===== src/rtl/ps_cfg_pkg.sv =====
package ps_cfg_pkg;
  typedef enum logic [2:0] {
    ST_IDLE, ST_REQ, ST_WAIT, ST_SETTLE, ST_DATA, ST_INIT, ST_DONE, ST_ERR
  } ld_state_t;

  function automatic int max2(int a, int b);
    return (a > b) ? a : b;
  endfunction
endpackage


===== src/rtl/ps_cfg_timer.sv =====
module ps_cfg_timer #(
  parameter int W = 8
) (
  input  logic         clk,
  input  logic         rst_n,
  input  logic         clr,
  input  logic         inc,
  output logic [W-1:0] count
);
  always_ff @(posedge clk or negedge rst_n) begin
    if (!rst_n)                  count <= '0;
    else if (clr)                count <= '0;
    else if (inc && count != '1) count <= count + 1'b1;
  end
endmodule


===== src/rtl/ps_cfg_clkgen.sv =====
module ps_cfg_clkgen #(
  parameter int DIV = 4
) (
  input  logic clk,
  input  logic rst_n,
  input  logic run,
  output logic dclk,
  output logic rise,
  output logic fall
);
  localparam int HALF = DIV / 2;
  localparam int HW   = (HALF > 1) ? $clog2(HALF) : 1;
  localparam logic [HW-1:0] LAST = HW'(HALF - 1);

  logic [HW-1:0] hc;
  logic          wrap;

  assign wrap = run && (hc == LAST);
  assign rise = wrap && !dclk;
  assign fall = wrap && dclk;

  always_ff @(posedge clk or negedge rst_n) begin
    if (!rst_n) begin
      hc   <= '0;
      dclk <= 1'b0;
    end else if (!run) begin
      hc   <= '0;
      dclk <= 1'b0;
    end else if (wrap) begin
      hc   <= '0;
      dclk <= !dclk;
    end else begin
      hc   <= hc + 1'b1;
    end
  end
endmodule


===== src/rtl/ps_cfg_shifter.sv =====
module ps_cfg_shifter #(
  parameter int DW = 8
) (
  input  logic          clk,
  input  logic          rst_n,
  input  logic          clr,
  input  logic          en,
  input  logic          s_valid,
  input  logic [DW-1:0] s_data,
  output logic          s_ready,
  input  logic          adv,
  output logic          bit_out,
  output logic          has_bit
);
  localparam int CNTW = $clog2(DW + 1);

  logic [DW-1:0]   sh;
  logic [CNTW-1:0] left;

  assign s_ready = en && (left == '0);
  assign has_bit = (left != '0);
  assign bit_out = sh[0];

  always_ff @(posedge clk or negedge rst_n) begin
    if (!rst_n) begin
      sh   <= '0;
      left <= '0;
    end else if (clr) begin
      left <= '0;
    end else if (s_valid && s_ready) begin
      sh   <= s_data;
      left <= CNTW'(DW);
    end else if (adv && has_bit) begin
      sh   <= sh >> 1;
      left <= left - 1'b1;
    end
  end
endmodule


===== src/rtl/ps_cfg_loader.sv =====
module ps_cfg_loader
  import ps_cfg_pkg::*;
#(
  parameter int DW          = 8,
  parameter int DIV         = 4,
  parameter int SYNC_STAGES = 2,
  parameter int REQ_CYC     = 100,
  parameter int ACK_CYC     = 30,
  parameter int ST_TO_CYC   = 75300,
  parameter int ST2CK_CYC   = 100,
  parameter int CF2CK_CYC   = 75300,
  parameter int INIT_CYC    = 17408,
  parameter bit MON_STATUS  = 1'b1
) (
  input  logic          clk,
  input  logic          rst_n,
  input  logic          start,
  input  logic          s_valid,
  input  logic [DW-1:0] s_data,
  output logic          s_ready,
  output logic          cfg_req_n,
  input  logic          cfg_status_n,
  input  logic          cfg_loaded,
  output logic          cfg_dclk,
  output logic          cfg_data,
  output logic          busy,
  output logic          ld_done,
  output logic          ld_error
);
  localparam int MAXC = max2(max2(max2(REQ_CYC, ACK_CYC), max2(ST_TO_CYC, ST2CK_CYC)),
                             max2(CF2CK_CYC, INIT_CYC));
  localparam int CW = $clog2(MAXC + 2);
  localparam logic [CW-1:0] L_REQ   = CW'(REQ_CYC - 1);
  localparam logic [CW-1:0] L_ACK   = CW'(ACK_CYC);
  localparam logic [CW-1:0] L_STTO  = CW'(ST_TO_CYC - 1);
  localparam logic [CW-1:0] L_ST2CK = CW'(ST2CK_CYC - 1);
  localparam logic [CW-1:0] L_CF2CK = CW'(CF2CK_CYC - 1);
  localparam logic [CW-1:0] L_INIT  = CW'(INIT_CYC);

  ld_state_t state, nxt;
  logic [SYNC_STAGES-1:0] st_sync, dn_sync;
  logic st_hi, loaded, ack_seen;
  logic [CW-1:0] tc;
  logic tmr_clr, tmr_inc;
  logic clk_run, rise, fall, has_bit;
  logic sh_en, sh_clr;

  // asynchronous slave lines enter through flop chains
  always_ff @(posedge clk or negedge rst_n) begin
    if (!rst_n) begin
      st_sync <= '1;
      dn_sync <= '0;
    end else begin
      st_sync <= {st_sync[SYNC_STAGES-2:0], cfg_status_n};
      dn_sync <= {dn_sync[SYNC_STAGES-2:0], cfg_loaded};
    end
  end
  assign st_hi  = st_sync[SYNC_STAGES-1];
  assign loaded = dn_sync[SYNC_STAGES-1];

  always_ff @(posedge clk or negedge rst_n) begin
    if (!rst_n)               ack_seen <= 1'b0;
    else if (state != ST_REQ) ack_seen <= 1'b0;
    else if (!st_hi && !loaded) ack_seen <= 1'b1;
  end

  always_comb begin
    nxt = state;
    unique case (state)
      ST_IDLE, ST_DONE, ST_ERR: if (start) nxt = ST_REQ;
      ST_REQ: begin
        if (!ack_seen && tc == L_ACK)     nxt = ST_ERR;
        else if (ack_seen && tc >= L_REQ) nxt = ST_WAIT;
      end
      ST_WAIT: begin
        if (MON_STATUS) begin
          if (st_hi)             nxt = ST_SETTLE;
          else if (tc >= L_STTO) nxt = ST_ERR;
        end else if (tc >= L_CF2CK) begin
          nxt = ST_DATA;
        end
      end
      ST_SETTLE: begin
        if (!st_hi)             nxt = ST_ERR;
        else if (tc >= L_ST2CK) nxt = ST_DATA;
      end
      ST_DATA: begin
        if (MON_STATUS && !st_hi) nxt = ST_ERR;
        else if (loaded)          nxt = ST_INIT;
      end
      ST_INIT: begin
        if (MON_STATUS && !st_hi)     nxt = ST_ERR;
        else if (tc == L_INIT && fall) nxt = ST_DONE;
      end
      default: nxt = ST_IDLE;
    endcase
  end

  always_ff @(posedge clk or negedge rst_n) begin
    if (!rst_n) state <= ST_IDLE;
    else        state <= nxt;
  end

  // one counter serves every phase: cycles elsewhere, rising edges in init
  assign tmr_clr = (state != nxt);
  assign tmr_inc = (state == ST_INIT) ? rise : 1'b1;

  ps_cfg_timer #(.W(CW)) u_timer (
    .clk(clk), .rst_n(rst_n), .clr(tmr_clr), .inc(tmr_inc), .count(tc)
  );

  assign clk_run = ((state == ST_DATA) && has_bit) || (state == ST_INIT);

  ps_cfg_clkgen #(.DIV(DIV)) u_clkgen (
    .clk(clk), .rst_n(rst_n), .run(clk_run),
    .dclk(cfg_dclk), .rise(rise), .fall(fall)
  );

  assign sh_en  = (state == ST_DATA) && !loaded;
  assign sh_clr = (state != ST_DATA);

  ps_cfg_shifter #(.DW(DW)) u_shift (
    .clk(clk), .rst_n(rst_n), .clr(sh_clr), .en(sh_en),
    .s_valid(s_valid), .s_data(s_data), .s_ready(s_ready),
    .adv(fall), .bit_out(cfg_data), .has_bit(has_bit)
  );

  assign cfg_req_n = (state != ST_REQ);
  assign busy      = (state == ST_REQ) || (state == ST_WAIT) || (state == ST_SETTLE) ||
                     (state == ST_DATA) || (state == ST_INIT);
  assign ld_done   = (state == ST_DONE);
  assign ld_error  = (state == ST_ERR);
endmodule


===== config.mk =====
export PLATFORM = sky130hd
export DESIGN_NAME = ps_cfg_loader
export DESIGN_NICKNAME = d
export VERILOG_FILES = /design/src/rtl/ps_cfg_pkg.sv /design/src/rtl/ps_cfg_timer.sv /design/src/rtl/ps_cfg_clkgen.sv /design/src/rtl/ps_cfg_shifter.sv /design/src/rtl/ps_cfg_loader.sv
export SDC_FILE = /design/constraint.sdc
export NUM_CORES = 1
export LEC_CHECK = 0
export ABC_AREA = 1
export ABC_CLOCK_PERIOD_IN_PS = 2000
export BUFFER_PORTS_ARGS = -buffer_cell sky130_fd_sc_hd__buf_2
export CORE_MARGIN = 5
export CORE_UTILIZATION = 45
export CTS_CLUSTER_DIAMETER = 200
export DETAILED_ROUTE_END_ITERATION = 6
export GPL_TIMING_DRIVEN = 0
export PLACE_DENSITY = 0.71
export SLEW_MARGIN = 20
export SYNTH_ARGS = -nofsm -noshare
export SYNTH_HDL_FRONTEND = slang
export SYNTH_SLANG_ARGS = --single-unit

===== constraint.sdc =====
create_clock -name clk -period 2 [get_ports clk]
set_input_delay 0.3 -clock clk [delete_from_list [all_inputs] [get_ports clk]]
set_output_delay 0.3 -clock clk [all_outputs]
set_load 0.005 [all_outputs]

Word level (Yosys, flattened, before mapping) --
Cells that the tools add are included.
Operators by class: reduce and logical (&&, ||, !) cells 31, multiplexer cells 26, equal/unequal tests 14, bitwise operators 1, magnitude comparators 2, add/sub/neg operators 3
Operators with widths (count):
- 17-bit 2-to-1 mux | 2
- 3-bit 2-to-1 mux | 11
- 3-bit case mux with 6 select lines | 1
- 17-bit by 1-bit adder with 17-bit output (second input constant) | 1
- 17-bit by 15-bit equality test with 1-bit output (second input constant) | 1
- 17-bit by 5-bit equality test with 1-bit output (second input constant) | 1
- 17-bit greater-or-equal comparator (second input constant) | 1
- 17-bit by 7-bit greater-or-equal comparator with 1-bit output (second input constant) | 1
- 17-bit inequality test (second input constant) | 1
- 8-bit 2-to-1 mux | 2
- 1-bit logical AND | 13
- 3-bit equality test (second input constant) | 4
- 4-bit 2-to-1 mux | 3
- 1-bit 2-to-1 mux | 7
- 3-bit by 2-bit equality test with 1-bit output (second input constant) | 2
- 2-bit nonzero test | 3
- 1-bit logical OR | 5
- 1-bit zero test | 4
- 4-bit zero test | 1
- 4-bit nonzero test | 1
- 4-bit by 1-bit subtractor with 4-bit output (second input constant) | 1
- 3-bit by 1-bit equality test with 1-bit output (second input constant) | 1
- 3-bit zero test | 1
- 3-bit by 1-bit inequality test with 1-bit output (second input constant) | 1
- 8 further kinds | 8
Storage, ports and cells: word-level logic and storage cells 86, bits in registers 39, output and inout bits 7, bits of input ports 14

Longest topological paths before layout --
depth in word-level cells 11, gate-level depth with buffers 17, mapped depth without buffers 16

By module --
A second synthesis with hierarchy kept.
Second synthesis, totals: cells, all modules 403, area, all modules 2703.8 um2
Modules (own cells, without submodules):
- ps_cfg_timer | cells each 133, instances 1, area each 980.9 um2, seq. area each 425.4 um2
- ps_cfg_loader | cells each 159, instances 1, area each 888.4 um2, seq. area each 202.7 um2
- ps_cfg_shifter | cells each 99, instances 1, area each 744.5 um2, seq. area each 300.3 um2
- ps_cfg_clkgen | cells each 12, instances 1, area each 90.1 um2, seq. area each 50.0 um2

Worst setup path after synthesis --
Ideal clock, no wire load.
path kind reg2reg, from register u_timer.count[0], to register u_timer.count[10], data arrival time 1938 ps, clock period less this slack 2054 ps, buffers on the path 0, data required time 1884 ps, library setup time 116 ps, cell stages (with the launch flop) 13, path slack -54 ps, path through dfrtp_1 ha_1 inv_1 nor4_1 nand4_1 nor3_1 ha_1 inv_1 nand2_4 nor2_1 or2_2 nand2_1 nor2_2
Between the ends: longest elaborated chain between the ends 7, elaborated cells on any way between the ends 23, those cells by class add/sub (1); order compare (2); eq/ne (4); mux (11); reduce/logical (5)
Ends and longest elaborated chain:
- from (decl) | RTL line ps_cfg_timer.sv:8 | output logic [W-1:0] count
- from (signal assigned) | RTL line ps_cfg_timer.sv:13 | else if (inc && count != '1) count <= count + 1'b1;
- 17-bit by 7-bit greater-or-equal comparator with 1-bit output / 17-bit by 15-bit equality test with 1-bit output (equally long branches) | RTL line ps_cfg_loader.sv:73, ps_cfg_loader.sv:85, ps_cfg_loader.sv:93
- 1-bit logical AND (on tied branches) | RTL line ps_cfg_loader.sv:73, ps_cfg_loader.sv:93
- 3-bit 2-to-1 mux (on tied branches) | RTL line ps_cfg_loader.sv:73, ps_cfg_loader.sv:93
- 3-bit 2-to-1 mux (on tied branches) | RTL line ps_cfg_loader.sv:72, ps_cfg_loader.sv:92
- 3-bit case mux with 6 select lines | RTL line ps_cfg_loader.sv:69 | unique case (state)
- 3-bit inequality test | RTL line ps_cfg_loader.sv:105 | assign tmr_clr = (state != nxt);
- 17-bit 2-to-1 mux / 2-bit nonzero test (equally long branches)
Parallel ways exist; a longest one is shown, timed or not. The select of a mux whose other input is x is not followed. A chain may end at the register's enable or synchronous reset.

Worst setup path after layout --
from register u_timer.count[2], to register u_timer.count[13]
The elaborated chain is that of the path after synthesis.

==> key figures <==
Synthesis
  – Area share of the leading cell type in the synthesized netlist: 35.77%
  – Proportion of register bits with asynchronous set or reset after synthesis: 100.0%
  – Register bit total from synthesis: 39
  – Post-Syn Instances: 354
  – Register area share after synthesis: 37.80%
  – Most instantiated library cell after synthesis: sky130_fd_sc_hd__nand2_1
  – EDFF count, synth: 0
  – Leading cell types by count after synthesis: 84 x sky130_fd_sc_hd__nand2_1, 59 x sky130_fd_sc_hd__nor2_1, 38 x sky130_fd_sc_hd__inv_1
  – Most area-consuming cells after synthesis: sky130_fd_sc_hd__dfrtp_1 36%, sky130_fd_sc_hd__nand2_1 12%, sky130_fd_sc_hd__nor2_1 8.6%
  – Post-synthesis instance area: 0.002589 mm²
  – Unique masters post-synth: 38
  – Prevailing post-synth register cell: sky130_fd_sc_hd__dfrtp_1
  – Avg Synthesized Cell Area: 7.313 µm²
  – Library cell with the largest summed area after synthesis: sky130_fd_sc_hd__dfrtp_1
  – Nets in the synthesized netlist: 373
  – Count of synthesis-stage warnings from yosys: 0

Floorplanning
  – Vertical die dimension: 85.85 µm
  – Die Area: about 0.0074 mm²
  – I/O pin count: 21
  – Die Span X: roughly 86 µm
  – Effective utilization at floorplan: 46.73%
  – Standard cell core area: 0.005540 mm²
  – Number of core rows: 27

GRT
  – Largest net degree at the start of global routing: 40
  – Number of global-route vias before repair: 2,267
  – GRT Total Usage: 17.53%
  – First-pass GRT wire length: 10,360 µm
  – Grt total ovfl: 0
  – Antenna violations before repair: 0

Critical path
  – Required time of the worst setup path: roughly 2200 ps
  – Critical R2R Capture: u_timer.count[13]$_DFFE_PN0P_
  – Cells along the critical path: nand2_1, nor2_2, nand4_1, nor3_2, ha_2, inv_2, nand2_8, nor2_4, nand2_2, nor2_2, xor2_1, nor2_2
  – Critical Path End Type: flip-flop
  – FF-to-FF path depth: 12
  – Delay of the slowest cell on the worst path: 440 ps
  – WP data arrival: 2280 ps
  – Crit start category: flip-flop
  – Startpoint of the worst-slack reg-to-reg timing path: u_timer.count[2]$_DFFE_PN0P_
  – Max stage delay cell, worst path: sky130_fd_sc_hd__dfrtp_1
  – Maximum fanout along the worst path: 7
  – Cell repeated most along the worst path: sky130_fd_sc_hd__nor2_2
  – Startpoint-to-endpoint class of the critical path: flip-flop to flip-flop
  – Reg2reg setup slack: -90 ps

Final layout
  – Finished Core Util: 58.51%
  – Total area of multi-input combinational cells: 0.001578 mm²
  – Antenna Diode Count: 0
  – Total of fill cells in the finished design: 508
  – Final-stage net count: a little over 400
  – Reg area: 979.7 µm²
  – Share of final-layout standard cells stronger than drive strength 1: around 37%
  – Area growth from synthesis to final layout: 25.23%

STA
  – Setup repair after global routing missed its margin: true
  – Worst hold-check slack: roughly 94 ps
  – Setup Viol. Count Final: 15
  – Worst setup skew after layout: 8.007 ps
  – Transition time of the tightest slew-check pin: 877.2 ps
  – Number of slew-limit violations in the final report: 0
  – FMAX: 0.4784 GHz
  – Final Worst Setup Slack: -90.29 ps
  – Share of the cycle needed by the critical path after routing: 104.5%
  – Worst slew margin: between 40% and 50%
  – Crit path time final: approximately 2100 ps
  – Total count of hold-check failures in the final report: 0

Outcome
  – Failing checks: negative setup slack
  – Status: complete, but fails checks

Routing
  – Via count normalized by instance count: slightly above 5
  – Routed length per placed instance: 13.20 µm
  – Violation count after the first detailed-route iteration: 184
  – DRC viols: 0
  – TritonRoute pass-1 iters: 4
  – Detailed Route WL: around 6200 µm
  – Number of vias in the routed layout: 2,406
  – ANT nets after route: 0

CTS
  – Clock insertion delay at the later pin of the skew report: 300 ps
  – Hold-fix buffers at CTS: 0
  – Register clock-pin slew on the reported worst setup and hold paths: ~90 ps
  – Number of CTS-inserted buffers: 5
  – CTS Buffer Depth: 2
  – Clock H-tree levels: 2
  – Cell at the root of the clock tree: sky130_fd_sc_hd__clkbuf_8
  – TritonCTS sink count: 39
  – TritonCTS clock tree: done

Placed design
  – Post-DP HPWL: 4048 µm
  – GP Congestion: 0.9265
  – Port bufs: 20

Worst hold path
  – Source of the worst hold timing path: cfg_status_n
  – Hold Path Cell Cnt: 1
  – Kind of path behind the tightest hold check: primary input to flip-flop
  – End of the worst hold path: st_sync[0]$_DFF_PN1_

Power
  – Lkg Pwr: roughly 1.5 nW
  – Worst voltage drop across the vdd grid: 0.5800 mV
  – Power density over the cells: 1052 mW/mm²

Flow run
  – Max Cap Violations: 0
## worst max-delay path, delay by kind of cell (launching register included)
kind | cells | cell delay, ps
AND/OR/NAND/NOR | 9 | 1100
buffers and inverters | 1 | 60
adder cells (fa/ha/maj) | 1 | 220
flip-flops | 1 | 440
XOR/XNOR | 1 | 160
## cell type report
type                    count  area share (%)
plain buffers               5           1.389
clock buffers               5           2.123
clock inverters             3          0.7719
inverters                  49           6.059
multi-input cells         261           48.67
flip-flops and latches     39           30.22
well taps                  72           2.779
repair buffers             35           7.989
## worst max-delay path by stage
stage	cells past startpoint	endpoint	from	slack, ps
2_1_floorplan	12	u_timer.count[10]$_DFFE_PN0P_	u_timer.count[0]$_DFFE_PN0P_	50
3_3_place_gp	12	u_timer.count[10]$_DFFE_PN0P_	u_timer.count[0]$_DFFE_PN0P_	-200
3_5_place_dp	12	u_timer.count[10]$_DFFE_PN0P_	u_timer.count[0]$_DFFE_PN0P_	-230
4_1_cts	13	u_timer.count[13]$_DFFE_PN0P_	u_timer.count[1]$_DFFE_PN0P_	-80
5_1_grt	15	u_timer.count[3]$_DFFE_PN0P_	u_timer.count[1]$_DFFE_PN0P_	-200
6_report	12	u_timer.count[13]$_DFFE_PN0P_	u_timer.count[2]$_DFFE_PN0P_	-90
## cells by family after synthesis
| kind of cell | synth area share [%] |
|---|---|
| AND/OR/NAND/NOR | 40.94 |
| buffers and inverters | 8.700 |
| flip-flops | 37.80 |
| AO/OA/AOI/OAI | 6.090 |
| XOR/XNOR | 4.060 |
| adder cells (fa/ha/maj) | 2.417 |
## flip-flops by register name (all words and copies together), names as in the netlist
| signal | cells |
|---|---|
| state | 3 |
| u_timer.count | 17 |
| ack_seen | 1 |
| dn_sync | 2 |
| u_shift.sh | 8 |
| u_shift.left | 4 |
| u_clkgen.hc | 1 |
| u_clkgen.dclk | 1 |
| st_sync | 2 |
## cells in the final DEF, fill, tap and decap left out, types with 6 or more instances in the layout
cell type and n:
sky130_fd_sc_hd__a31oi_1 7, sky130_fd_sc_hd__buf_2 20, sky130_fd_sc_hd__buf_4 10, sky130_fd_sc_hd__buf_6 6
sky130_fd_sc_hd__dfrtp_1 36, sky130_fd_sc_hd__inv_1 30, sky130_fd_sc_hd__inv_2 16, sky130_fd_sc_hd__nand2_1 72
sky130_fd_sc_hd__nand2_2 16, sky130_fd_sc_hd__nand3_1 20, sky130_fd_sc_hd__nand3_2 9, sky130_fd_sc_hd__nand4_1 6
sky130_fd_sc_hd__nor2_1 47, sky130_fd_sc_hd__nor2_2 22, sky130_fd_sc_hd__nor2_4 10, sky130_fd_sc_hd__nor3_1 7
sky130_fd_sc_hd__xor2_1 8
## metal layers
| layer | track usage (%) | wire length, µm |
|---|---|---|
| met5 | 0 | 0 |
| met4 | 6.187 | 104 |
| met2 | 27.26 | 2987 |
| met3 | 3.362 | 236 |
| met1 | 24.34 | 2861 |
## metrics by stage
step / setup TNS (ps) / cell area [µm²] / instances / setup slack (ps) / power, W
5_1_grt: -2941 / 3242 / 469 / -202.1 / 0.003655
3_5_place_dp: -1823 / 2781 / 446 / -233.1 / 0.002270
4_1_cts: -852.5 / 3064 / 467 / -77.64 / 0.003179
3_3_place_gp: -1498 / 2781 / 446 / -198.8 / 0.002252
2_1_floorplan: 0 / 2591 / 354 / 49.13 / 0.001975
6_report: -767.2 / 3242 / 469 / -90.29 / 0.003412
## power by group
group          internal (W)  leakage (nW)  switching (W)
Sequential         0.000901         0.521      0.0000924
Clock              0.000250        0.0443       0.000318
Combinational      0.000755         0.897        0.00110
Total               0.00191          1.46        0.00151
## repair_timing
action                                  4_1_cts  5_1_grt
buffers inserted                             12        2
hold endpoints to repair                      0        0
endpoints found under the setup margin       18       29
pin swaps                                    11       25
gates cloned                                  1        0
gates resized for setup                      26       48
(Power assumes the default switching activity.)
